File: config.mk
export PLATFORM = sky130hd
export DESIGN_NAME = irq_share_agg
export DESIGN_NICKNAME = d
export VERILOG_FILES = /design/src/rtl/irq_share_pkg.sv /design/src/rtl/irq_pin_edge.sv /design/src/rtl/irq_line_counter.sv /design/src/rtl/irq_share_agg.sv
export SDC_FILE = /design/constraint.sdc
export NUM_CORES = 1
export LEC_CHECK = 0
export BUFFER_PORTS_ARGS = -buffer_cell sky130_fd_sc_hd__buf_2
export CAP_MARGIN = 20
export CORE_MARGIN = 2
export CORE_UTILIZATION = 61
export DETAILED_ROUTE_END_ITERATION = 10
export GPL_TIMING_DRIVEN = 0
export MAX_ROUTING_LAYER = met4
export PLACE_DENSITY = 0.76
export SETUP_SLACK_MARGIN = 0.15
export SLEW_MARGIN = 10
export SYNTH_ARGS = -nofsm -noshare
export SYNTH_HDL_FRONTEND = slang
export SYNTH_SLANG_ARGS = --single-unit
File: constraint.sdc
create_clock -name clk -period 5.9 [get_ports clk]
set_input_delay 0.295 -clock clk [delete_from_list [all_inputs] [get_ports clk]]
set_output_delay 0.295 -clock clk [all_outputs]
set_load 0.02 [all_outputs]
File: src/rtl/irq_share_pkg.sv
package irq_share_pkg;

   // Number of request pins every device slot owns
   localparam int PINS_PER_DEV = 4;

   // One routing hop: slot and pin number onto one of nlines lines
   function automatic int route_hop(input int slot, input int pin, input int nlines);
      return (slot + pin) % nlines;
   endfunction

   // Width needed to index n items (at least one bit)
   function automatic int idx_width(input int n);
      return (n > 1) ? $clog2(n) : 1;
   endfunction

endpackage

File: src/rtl/irq_pin_edge.sv
module irq_pin_edge
   import irq_share_pkg::*;
#(
   parameter int NDEV = 8
) (
   input  logic                           clk,
   input  logic                           rst_n,
   input  logic [NDEV*PINS_PER_DEV-1:0]   lvl_i,
   output logic [NDEV*PINS_PER_DEV-1:0]   rise_o,
   output logic [NDEV*PINS_PER_DEV-1:0]   fall_o
);

   localparam int NPINS = NDEV * PINS_PER_DEV;

   generate
      if (NPINS < PINS_PER_DEV) begin : g_bad_cfg
         $error("irq_pin_edge: NDEV must be at least 1");
      end

      for (genvar d = 0; d < NDEV; d++) begin : g_dev
         logic [PINS_PER_DEV-1:0] held_q;
         logic [PINS_PER_DEV-1:0] now_lvl;

         assign now_lvl = lvl_i[d*PINS_PER_DEV +: PINS_PER_DEV];

         always_ff @(posedge clk or negedge rst_n) begin
            if (!rst_n) begin
               held_q <= '0;
            end else begin
               held_q <= now_lvl;
            end
         end

         assign rise_o[d*PINS_PER_DEV +: PINS_PER_DEV] = now_lvl & ~held_q;
         assign fall_o[d*PINS_PER_DEV +: PINS_PER_DEV] = ~now_lvl & held_q;
      end
   endgenerate

endmodule

File: src/rtl/irq_line_counter.sv
module irq_line_counter #(
   parameter int NPINS   = 32,
   parameter int LW      = 2,
   parameter int CW      = 6,
   parameter int LINE_ID = 0
) (
   input  logic                  clk,
   input  logic                  rst_n,
   input  logic [NPINS-1:0]      rise_i,
   input  logic [NPINS-1:0]      fall_i,
   input  logic [NPINS*LW-1:0]   route_i,
   output logic                  line_o
);

   localparam logic [CW:0] CMAX = (CW+1)'(NPINS);

   generate
      if ((1 << CW) <= NPINS) begin : g_bad_cw
         $error("irq_line_counter: CW too narrow for NPINS");
      end
   endgenerate

   logic [CW-1:0] cnt_q;
   logic [CW-1:0] cnt_d;
   logic [CW-1:0] up_n;
   logic [CW-1:0] dn_n;

   // Count this cycle's rises and falls on pins routed to this line
   always_comb begin
      up_n = '0;
      dn_n = '0;
      for (int k = 0; k < NPINS; k++) begin
         if (route_i[k*LW +: LW] == LW'(LINE_ID)) begin
            if (rise_i[k]) up_n = up_n + CW'(1);
            if (fall_i[k]) dn_n = dn_n + CW'(1);
         end
      end
      cnt_d = cnt_q + up_n - dn_n;
   end

   always_ff @(posedge clk or negedge rst_n) begin
      if (!rst_n) begin
         cnt_q <= '0;
      end else begin
         cnt_q <= cnt_d;
      end
   end

   assign line_o = (cnt_q != '0);


   no_underflow_chk: assert property (@(posedge clk) disable iff (!rst_n)
      dn_n <= cnt_q);


   no_overflow_chk: assert property (@(posedge clk) disable iff (!rst_n)
      ({1'b0, cnt_q} + {1'b0, up_n} - {1'b0, dn_n}) <= CMAX);


   idle_hold_chk: assert property (@(posedge clk) disable iff (!rst_n)
      (up_n == '0 && dn_n == '0) |=> $stable(cnt_q));


   net_up_chk: assert property (@(posedge clk) disable iff (!rst_n)
      (up_n > dn_n) |=> line_o);

endmodule

File: src/rtl/irq_share_agg.sv
module irq_share_agg
   import irq_share_pkg::*;
#(
   parameter int NDEV          = 8,
   parameter int NLINES        = 4,
   parameter bit BEHIND_BRIDGE = 1'b0,
   parameter int BRIDGE_SLOT   = 0
) (
   input  logic                          clk,
   input  logic                          rst_n,
   input  logic [NDEV*PINS_PER_DEV-1:0]  irq_lvl_i,
   output logic [NLINES-1:0]             line_o
);

   localparam int NPINS = NDEV * PINS_PER_DEV;
   localparam int LW    = idx_width(NLINES);
   localparam int CW    = $clog2(NPINS + 1);

   generate
      if (NDEV < 1) begin : g_bad_ndev
         $error("irq_share_agg: NDEV must be at least 1");
      end
      if (NLINES < 1) begin : g_bad_nlines
         $error("irq_share_agg: NLINES must be at least 1");
      end
      if (BRIDGE_SLOT < 0) begin : g_bad_bslot
         $error("irq_share_agg: BRIDGE_SLOT must not be negative");
      end
   endgenerate

   logic [NPINS-1:0]    rise_w;
   logic [NPINS-1:0]    fall_w;
   logic [NPINS*LW-1:0] route_w;

   // Static routing table, one entry per pin, chosen by variant
   generate
      for (genvar g = 0; g < NPINS; g++) begin : g_route
         localparam int SLOT = g / PINS_PER_DEV;
         localparam int PIN  = g % PINS_PER_DEV;
         if (BEHIND_BRIDGE) begin : g_bridged
            localparam int HOP0 = route_hop(SLOT, PIN, PINS_PER_DEV);
            localparam int DEST = route_hop(BRIDGE_SLOT, HOP0, NLINES);
            assign route_w[g*LW +: LW] = LW'(DEST);
         end else begin : g_direct
            localparam int DEST = route_hop(SLOT, PIN, NLINES);
            assign route_w[g*LW +: LW] = LW'(DEST);
         end
      end
   endgenerate

   irq_pin_edge #(
      .NDEV (NDEV)
   ) u_edge (
      .clk    (clk),
      .rst_n  (rst_n),
      .lvl_i  (irq_lvl_i),
      .rise_o (rise_w),
      .fall_o (fall_w)
   );

   generate
      for (genvar l = 0; l < NLINES; l++) begin : g_line
         logic [NPINS-1:0] pin_mask;

         for (genvar m = 0; m < NPINS; m++) begin : g_mask
            assign pin_mask[m] = (route_w[m*LW +: LW] == LW'(l));
         end

         irq_line_counter #(
            .NPINS   (NPINS),
            .LW      (LW),
            .CW      (CW),
            .LINE_ID (l)
         ) u_cnt (
            .clk     (clk),
            .rst_n   (rst_n),
            .rise_i  (rise_w),
            .fall_i  (fall_w),
            .route_i (route_w),
            .line_o  (line_o[l])
         );


         line_rise_src_chk: assert property (@(posedge clk) disable iff (!rst_n)
            $rose(line_o[l]) |-> ((($past(irq_lvl_i)) & pin_mask) != '0));


         line_fall_src_chk: assert property (@(posedge clk) disable iff (!rst_n)
            $fell(line_o[l]) |-> ((($past(irq_lvl_i)) & pin_mask) == '0));
      end
   endgenerate

endmodule

After elaboration in Yosys (flattened, before gate mapping). Cells that the tools add are included.

Bits in registers: 56. Input port bits: 34. Word-level logic and storage cells: 176.

$add $sub $neg: 64. Multiplexer cells: 64. Bitwise operators: 32. Reduce and logical (&&, ||, !) cells: 4.

Operators by type and width (count): 6-bit 2-to-1 mux (56); 6-bit by 1-bit adder with 6-bit output (second input constant) (48); 4-bit AND (16); 4-bit NOT (16); 6-bit adder (4); 6-bit nonzero test (4); 6-bit subtractor (4); 1-bit by 1-bit adder with 2-bit output (second input constant) (8); 1-bit 2-to-1 mux (8).

Longest topological paths before layout. Gate-level depths: netlist (run 1).

Depth in word-level cells: 19. Gate-level depth with buffers: 26. Gate-level depth less buffers: 26.

Cells and area by module. From an unflattened synthesis (run 1), not the netlist that was laid out.

Cells, all modules: 5177. Area, all modules: 39838.2 sq um.

By module, submodules not included: irq_line_counter at g_line[1].u_cnt ... (instances 2, cells each 1326, area each 9949.5 sq um, seq. area each 150.1 sq um); irq_line_counter at g_line[0].u_cnt (instances 1, cells each 1185, area each 9389.0 sq um, seq. area each 150.1 sq um); irq_line_counter at g_line[3].u_cnt (instances 1, cells each 1242, area each 9181.3 sq um, seq. area each 150.1 sq um); irq_pin_edge (instances 1, cells each 96, area each 1361.3 sq um, seq. area each 800.8 sq um); irq_share_agg (instances 1, cells each 2, area each 7.5 sq um, seq. area each 0.0 sq um).

Worst setup path after synthesis (run 1). OpenSTA, ideal clock, no wires.

Path kind: register -> register. From: reg u_edge.g_dev[0].held_q[3]. To: reg g_line[3].u_cnt.cnt_q[5]. Setup time: 80 ps. Arrival time: 5024 ps. Data required time: 5820 ps. Path slack: 796 ps. Cell stages (with the launch flop): 25. Cells stage by stage: dfrtp_1 > nor2b_1 > inv_1 > ha_1 > xnor2_2 > inv_1 > ha_1 > nor2_1 > a21oi_1 > ha_1 > a21o_1 > mux2_2 > ha_1 > nor2b_1 > a211oi_1 > ha_1 > mux2i_1 > fa_1 > inv_1 > ha_1 > a21o_1 > a21oi_1 > o21bai_1 > a21oi_1 > xnor2_1.

Longest elaborated chain between the ends: 19.

Ends and longest elaborated chain: start: declaration (line irq_pin_edge.sv:21) `logic [PINS_PER_DEV-1:0] held_q;`; start signal: assignment (line irq_pin_edge.sv:30) `held_q <= now_lvl;`; 4-bit NOT (line irq_pin_edge.sv:34) `assign rise_o[d*PINS_PER_DEV +: PINS_PER_DEV] = now_lvl & ~held_q;`; 4-bit AND (line irq_pin_edge.sv:34); 1-bit 2-to-1 mux (line irq_line_counter.sv:34) `if (rise_i[k]) up_n = up_n + CW'(1);`; 1-bit by 1-bit adder with 2-bit output; 6-bit 2-to-1 mux (line irq_line_counter.sv:34); 6-bit by 1-bit adder with 6-bit output; 6-bit 2-to-1 mux (line irq_line_counter.sv:34); 6-bit by 1-bit adder with 6-bit output (line irq_line_counter.sv:34); [... 4 more ...]; 6-bit 2-to-1 mux (line irq_line_counter.sv:34); 6-bit by 1-bit adder with 6-bit output; 6-bit 2-to-1 mux (line irq_line_counter.sv:34); 6-bit by 1-bit adder with 6-bit output (line irq_line_counter.sv:34); 6-bit 2-to-1 mux (line irq_line_counter.sv:34); 6-bit adder (line irq_line_counter.sv:38) `cnt_d = cnt_q + up_n - dn_n;`; 6-bit subtractor (*) (line irq_line_counter.sv:38); via g_line[3].u_cnt.cnt_d[5] (line irq_line_counter.sv:24) `logic [CW-1:0] cnt_d;`; end signal: assignment (line irq_line_counter.sv:45) `cnt_q <= cnt_d;`; end: declaration (line irq_line_counter.sv:23) `logic [CW-1:0] cnt_q;`.

Mark *: on every way through the listed nets, which the timed path passes. The rest lies on a longest branch.

Worst setup path after layout (run 1). Ends and elaborated chain as after synthesis.

==> flow_summary.json, run 1 <==
{
  "cts_made_buffers": 5,
  "relSlewSlack_pct": 48.4,
  "busiest_layer": "met2",
  "ys_top_cells_by_area": "dfrtp_1 (18%), ha_1 (12%), xnor2_1 (9.8%)",
  "ys_types": 85,
  "drt_iter0_drc": 217,
  "cpMostUsedCell": "ha_1",
  "slowest_stage": "fa_1",
  "clock_latency_ps": 310,
  "via_count": 5958,
  "finalHoldViolCount": 0,
  "via_per_inst": 5.39,
  "die_y_um": 117,
  "antenna_left": 0,
  "maxCapViolations": 0,
  "critPathMaxFanout": 6,
  "diodes": 0,
  "setup_tns_ps": 0,
  "reg2reg_slack_ps": 510,
  "portBuffers": 37,
  "slowest_delay_ps": 500,
  "grt_pass1_wl_um": 23900,
  "firstDrtPassIters": 4,
  "num-nets-final": 1060,
  "r2r-end": "g_line[3].u_cnt.cnt_q[5]",
  "drc": 0,
  "rsz0062_at_grt": "true",
  "h-tree-depth": 2,
  "use_met2_pct": 35.1,
  "grtUsageMet3_pct": 3.36,
  "synth_flop_cell": "dfrtp_1",
  "drt-wirelength-per-cell_um": 12.4,
  "syn-cell-area_um2": 7830,
  "cp_num_cells": 24,
  "vdd_drop_max_mv": 0.179,
  "period_minus_slack_ps": 5390,
  "die_x_um": 117,
  "crit_chain": "nor2b_1 -> inv_1 -> ha_1 -> xnor2_2 -> inv_1 -> ha_1 -> nor2_1 -> a21oi_1 -> ha_1 -> a21o_1 -> mux2_2 -> ha_1 -> nor2b_1 -> a211oi_2 -> ha_1 -> mux2i_1 -> fa_1 -> inv_1 -> ha_1 -> a21o_1 -> a21oi_1 -> o21bai_1 -> a21oi_1 -> xnor2_1",
  "cts_num_sinks": 56,
  "ys_seq_area_share_pct": 17.9,
  "arrival_ps": 5630,
  "synthArstFlopShare_pct": 100,
  "die_area_um2": 13800,
  "wl_um": 13700,
  "place.gp.congestion": 0.807,
  "p_leak_nw": 3.70,
  "path_buf_inv": 3,
  "hpwlAfterDp_um": 11000,
  "boundaryPins": 38,
  "r2r-start": "u_edge.g_dev[0].held_q[3]",
  "hp-class": "in -> async",
  "clk_pin_slew_worst_paths_ps": 70,
  "criticalPathCategory": "reg -> reg",
  "antenna_found_initial": 0,
  "cp_top_family": "adder cells",
  "ys_warn_count": 0,
  "drive_above_1_share_pct": 12.9,
  "worst_setup_path_end_kind": "flip-flop",
  "tightestPinTransition_ps": 774,
  "grt_pass1_vias": 5554,
  "grt_max_degree": 57,
  "rows": 41,
  "power_mw": 2.73,
  "synth-edff-count": 0,
  "period_share_pct": 91.4,
  "grt.total_usage_pct": 21.1,
  "slew_viol_final": 0,
  "yosys.area.top_type_share_pct": 17.9,
  "core_um2": 12600,
  "reg2regPathDepth": 24,
  "max_freq_mhz": 185,
  "overflow": 0,
  "finalClockSkew_ps": 9.06,
  "syn_to_final_growth_pct": 7.67,
  "grt_use_met1_pct": 27.0,
  "clk_path_buf_depth": 2,
  "start_kind": "flip-flop",
  "setup_viol_count_final": 0,
  "synth_seq_cells": 56,
  "power_density_nw_per_um2": 324,
  "cts_tree": "done",
  "syn_avg_cell_area_um2": 8.86,
  "status": "completed",
  "cts-root-buf": "clkbuf_16",
  "syn_nets": 1011,
  "cp.required_ps": 6130,
  "synthCells": 884,
  "initial_core_util_pct": 62.3,
  "yosys.area.top_type": "dfrtp_1"
}
## kinds of logic after synthesis
family / share of synthesized area (%)
adders and majority gates: 17.4
xor gates and xnor gates: 20.5
buffers and inverters: 6.47
DFF: 17.9
AOI/OAI and AO/OA: 11.9
muxes: 3.58
and+or+nand+nor: 22.3
## area by class of cell
cell class / instances / area (um^2)
Buffer: 24 / 136
Clock buffer: 6 / 129
Clock inverter: 1 / 5.00
Fill cell: 1097 / 4140
Inverter: 99 / 372
Multi-Input combinational cell: 705 / 5950
Sequential cell: 56 / 1400
Tap cell: 172 / 215
Timing Repair Buffer: 42 / 225
## metal layers
layer	share of wire [%]	wire length [um]
met5	0	0
met4	1.0	138
met3	2.5	346
met2	48	6590
met1	48	6580
## through the flow
| step | hold WS (ps) | instance area (um^2) | setup WS [ps] | std cells | util, % |
|---|---|---|---|---|---|
| finish | 62.4 | 8430 | 505 | 1105 | 67.1 |
| global route | 108 | 8430 | 126 | 1105 | 67.1 |
| CTS | 90.7 | 8370 | 340 | 1100 | 66.6 |
| detailed placement | 428 | 8230 | 320 | 1093 | 65.5 |
| global placement | 425 | 8230 | 351 | 1093 | 65.5 |
| floorplan | -0.591 | 7830 | 796 | 884 | - |
## repair_timing
action,4_1_cts,5_1_grt
hold buffers,0,0
hold endpoints to repair,0,0
setup buffers,0,5
setup endpoints to repair,0,3
gates resized for setup,0,9
## state kept, by name, summed over array words and instances, names as in the netlist
register / cells
u_edge.g_dev.held_q: 32
g_line.u_cnt.cnt_q: 24
## synth_stat cells, types with 4 or more instances
| cell type | n |
|---|---|
| o22ai_1 | 4 |
| a211oi_1 | 13 |
| nor2b_1 | 56 |
| nor3_1 | 12 |
| mux2_2 | 16 |
| maj3_1 | 4 |
| o211ai_1 | 7 |
| o31ai_1 | 6 |
| nand3_1 | 22 |
| nor4_1 | 9 |
| o21bai_1 | 5 |
| nor3b_1 | 7 |
| nand2_1 | 63 |
| a21o_1 | 10 |
| inv_1 | 98 |
| nor2_1 | 36 |
| mux2i_1 | 10 |
| xnor3_1 | 4 |
| ha_1 | 73 |
| a21oi_1 | 28 |
| clkbuf_1 | 10 |
| and3_1 | 10 |
| and4bb_1 | 4 |
| xnor2_2 | 6 |
| o21ai_0 | 21 |
| buf_4 | 5 |
| xnor2_1 | 88 |
| nand3b_1 | 8 |
| fa_1 | 20 |
| nand2b_1 | 25 |
| xor2_1 | 45 |
| nand4_1 | 13 |
| dfrtp_1 | 56 |
| o21a_1 | 5 |
| and2_1 | 5 |
## worst max path at each step
stage,from,endpoint,slack [ps]
floorplan,u_edge.g_dev[0].held_q[3],g_line[3].u_cnt.cnt_q[5],800
CTS,u_edge.g_dev[0].held_q[3],g_line[3].u_cnt.cnt_q[5],340
global placement,irq_lvl_i[3],g_line[3].u_cnt.cnt_q[5],350
finish,u_edge.g_dev[0].held_q[3],g_line[3].u_cnt.cnt_q[5],510
global route,u_edge.g_dev[1].held_q[3],g_line[0].u_cnt.cnt_q[5],130
detailed placement,irq_lvl_i[3],g_line[3].u_cnt.cnt_q[5],320
## where the power goes
part / total [mW] / switching (mW) / internal (mW)
sequential: 0.574 / 0.0566 / 0.518
clock: 0.298 / 0.143 / 0.155
combinational: 1.86 / 0.963 / 0.895
total: 2.73 / 1.16 / 1.57
## cell usage in the layout, fill, tap and decap left out, types with 8 or more instances in the layout
| cell | instances |
|---|---|
| inv_1 | 98 |
| nand3b_1 | 8 |
| a211oi_1 | 12 |
| xnor2_1 | 88 |
| nand2b_1 | 25 |
| ha_1 | 73 |
| fa_1 | 20 |
| nand2_1 | 63 |
| nor2_1 | 36 |
| buf_2 | 38 |
| a21oi_1 | 28 |
| dfrtp_1 | 56 |
| nor3_1 | 12 |
| o21ai_0 | 20 |
| nor2b_1 | 53 |
| xor2_1 | 45 |
| nor4_1 | 9 |
| mux2i_1 | 10 |
| mux2_2 | 16 |
| nand4_1 | 13 |
| clkbuf_1 | 10 |
| nand3_1 | 22 |
| buf_4 | 11 |
| a21o_1 | 10 |
| and3_1 | 10 |
No activity file was read; power rests on OpenSTA's default activity.
==> run 2, diff against run 1 <==
--- a/config.mk
+++ b/config.mk
@@ -9,6 +9,7 @@
 export CAP_MARGIN = 20
 export CORE_MARGIN = 2
 export CORE_UTILIZATION = 61
+export CTS_BUF_LIST = sky130_fd_sc_hd__clkbuf_16
 export DETAILED_ROUTE_END_ITERATION = 10
 export GPL_TIMING_DRIVEN = 0
 export MAX_ROUTING_LAYER = met4
==> run 2 against run 1 <==
Against the previous run: clock skew barely moved; sequential power is essentially flat; via count is essentially flat; hold slack improved by 1.7 ps; critical path type unchanged; highest routed layer unchanged.
==> flow_summary.json, run 2 (synthesized netlist as in run 1, its figures left out) <==
{
  "status": "completed",
  "finalHoldViolCount": 0,
  "worst_setup_path_end_kind": "flip-flop",
  "fillers": 1097,
  "setup_tns_ps": 0,
  "reg2regPathDepth": 24,
  "arrival_ps": 5630,
  "portBuffers": 37,
  "die_y_um": 117,
  "diodes": 0,
  "rsz0062_at_grt": "true",
  "cts_hold_buf": 0,
  "intPower_mw": 1.57,
  "tightestPinTransition_ps": 775,
  "num-nets-final": 1060,
  "power_switching_mw": 1.16,
  "grt_max_degree": 57,
  "syn_to_final_growth_pct": 7.67,
  "cts_tree": "done",
  "clock_latency_ps": 310,
  "maxCapViolations": 0,
  "final_cell_mix": "inv_1 (99), xnor2_1 (88), ha_1 (73)",
  "initial_core_util_pct": 62.3,
  "slowest_stage": "fa_1",
  "cts-root-buf": "clkbuf_16",
  "grt_pass1_wl_um": 23900,
  "antenna_left": 0,
  "firstDrtPassIters": 4,
  "drt-wirelength-per-cell_um": 12.3,
  "h-tree-depth": 2,
  "core_um2": 12600,
  "period_minus_slack_ps": 5390,
  "final_common_cell": "inv_1",
  "setup_viol_count_final": 0,
  "via_per_inst": 5.40,
  "cts_made_buffers": 5,
  "hpwlAfterDp_um": 11000,
  "cpMostUsedCell": "ha_1",
  "grt_pass1_vias": 5556,
  "antenna_found_initial": 0,
  "cts_num_sinks": 56,
  "drc": 0,
  "pwr-share-seq_pct": 21.1,
  "multi_input_comb_area_um2": 5950,
  "period_share_pct": 91.4,
  "p_leak_nw": 3.70,
  "start_kind": "flip-flop",
  "slew_viol_final": 0,
  "rows": 41,
  "via_count": 5962,
  "max_freq_mhz": 185,
  "clk_path_buf_depth": 2,
  "crit_chain": "nor2b_1 -> inv_1 -> ha_1 -> xnor2_2 -> inv_1 -> ha_1 -> nor2_1 -> a21oi_1 -> ha_1 -> a21o_1 -> mux2_2 -> ha_1 -> nor2b_1 -> a211oi_2 -> ha_1 -> mux2i_1 -> fa_1 -> inv_1 -> ha_1 -> a21o_1 -> a21oi_1 -> o21bai_1 -> a21oi_1 -> xnor2_1",
  "switching_share_pct": 42.6,
  "overflow": 0,
  "clk_pin_slew_worst_paths_ps": 70,
  "drive_above_1_share_pct": 12.9,
  "pwr-share-comb_pct": 68.1,
  "wl_um": 13600,
  "seq_area_um2": 1400,
  "grt.total_usage_pct": 21.1,
  "die_x_um": 117,
  "utilization_pct": 67.1,
  "cp.required_ps": 6130,
  "power_density_nw_per_um2": 324,
  "finalClockSkew_ps": 9.25,
  "boundaryPins": 38,
  "hp-class": "in -> async",
  "relSlewSlack_pct": 48.3,
  "vdd_drop_max_mv": 0.179,
  "top_register": "u_edge.g_dev.held_q",
  "place.gp.congestion": 0.807,
  "largest_reg_flops": 32,
  "slowest_delay_ps": 500,
  "drt_iter0_drc": 200,
  "die_area_um2": 13800,
  "critPathMaxFanout": 6,
  "reg_top3": "u_edge.g_dev.held_q x32, g_line.u_cnt.cnt_q x24",
  "criticalPathCategory": "reg -> reg",
  "p_clk_share_pct": 10.8
}
run 2: cell type report:
type / count / share of cell area, %
repair buffers: 42 / 2.67
plain buffers: 24 / 1.62
inverters: 99 / 4.41
clock buffers: 5 / 1.48
multi-input cells: 705 / 70.5
flip-flops and latches: 56 / 16.6
clock inverters: 2 / 0.104
well taps: 172 / 2.55
run 2: per-layer routing:
layer | up-vias | track usage (%) | wire length, um
met2 | 60 | 35.1 | 6580
met1 | 2772 | 27.0 | 6550
li1 | 3120 | - | -
met5 | - | - | 0
met4 | 0 | 5.12 | 143
met3 | 10 | 3.36 | 368
run 2: worst paths after layout:
kind	slack [ps]	to	start
min in group clk	110	u_edge.g_dev[6].held_q[3]	irq_lvl_i[27]
worst min-delay path	60	u_edge.g_dev[0].held_q[0]	rst_n
max in group asynchronous	5320	u_edge.g_dev[5].held_q[2]	rst_n
worst min register to register	610	g_line[3].u_cnt.cnt_q[5]	g_line[3].u_cnt.cnt_q[5]
worst max register to register	510	g_line[3].u_cnt.cnt_q[5]	u_edge.g_dev[0].held_q[3]
worst max-delay path	510	g_line[3].u_cnt.cnt_q[5]	u_edge.g_dev[0].held_q[3]
run 2: metrics by stage:
stage	total power [mW]	setup slack [ps]	instance area (um^2)	hold slack, ps	std cells
detailed placement	2.44	320	8230	428	1093
finish	2.73	506	8430	64.1	1105
global route	3.07	126	8430	108	1105
global placement	2.37	351	8230	425	1093
floorplan	2.12	796	7830	-0.591	884
CTS	2.76	340	8370	90.7	1100
run 2: power groups by stage:
stage	combinational, mW	clock [mW]	sequential, mW
after global routing	2.15	0.324	0.588
final	1.86	0.296	0.574
after CTS	1.87	0.310	0.576
after detailed placement	1.86	0	0.582
after floorplan	1.56	0	0.563
after global placement	1.80	0	0.579
run 2: what timing repair did:
| action | in CTS | in global routing |
|---|---|---|
| setup endpoints to repair | 0 | 3 |
| buffers inserted | 0 | 5 |
| gates resized for setup | 0 | 9 |
run 2: critical path, delay by kind of cell (launching register included):
kind                     cells  cell delay, ps
adder cells (fa/ha/maj)      7            2240
AO/OA/AOI/OAI                7            1100
multiplexers                 2             460
XOR/XNOR                     2             420
flip-flops                   1             410
AND/OR/NAND/NOR              3             360
buffers and inverters        3             310
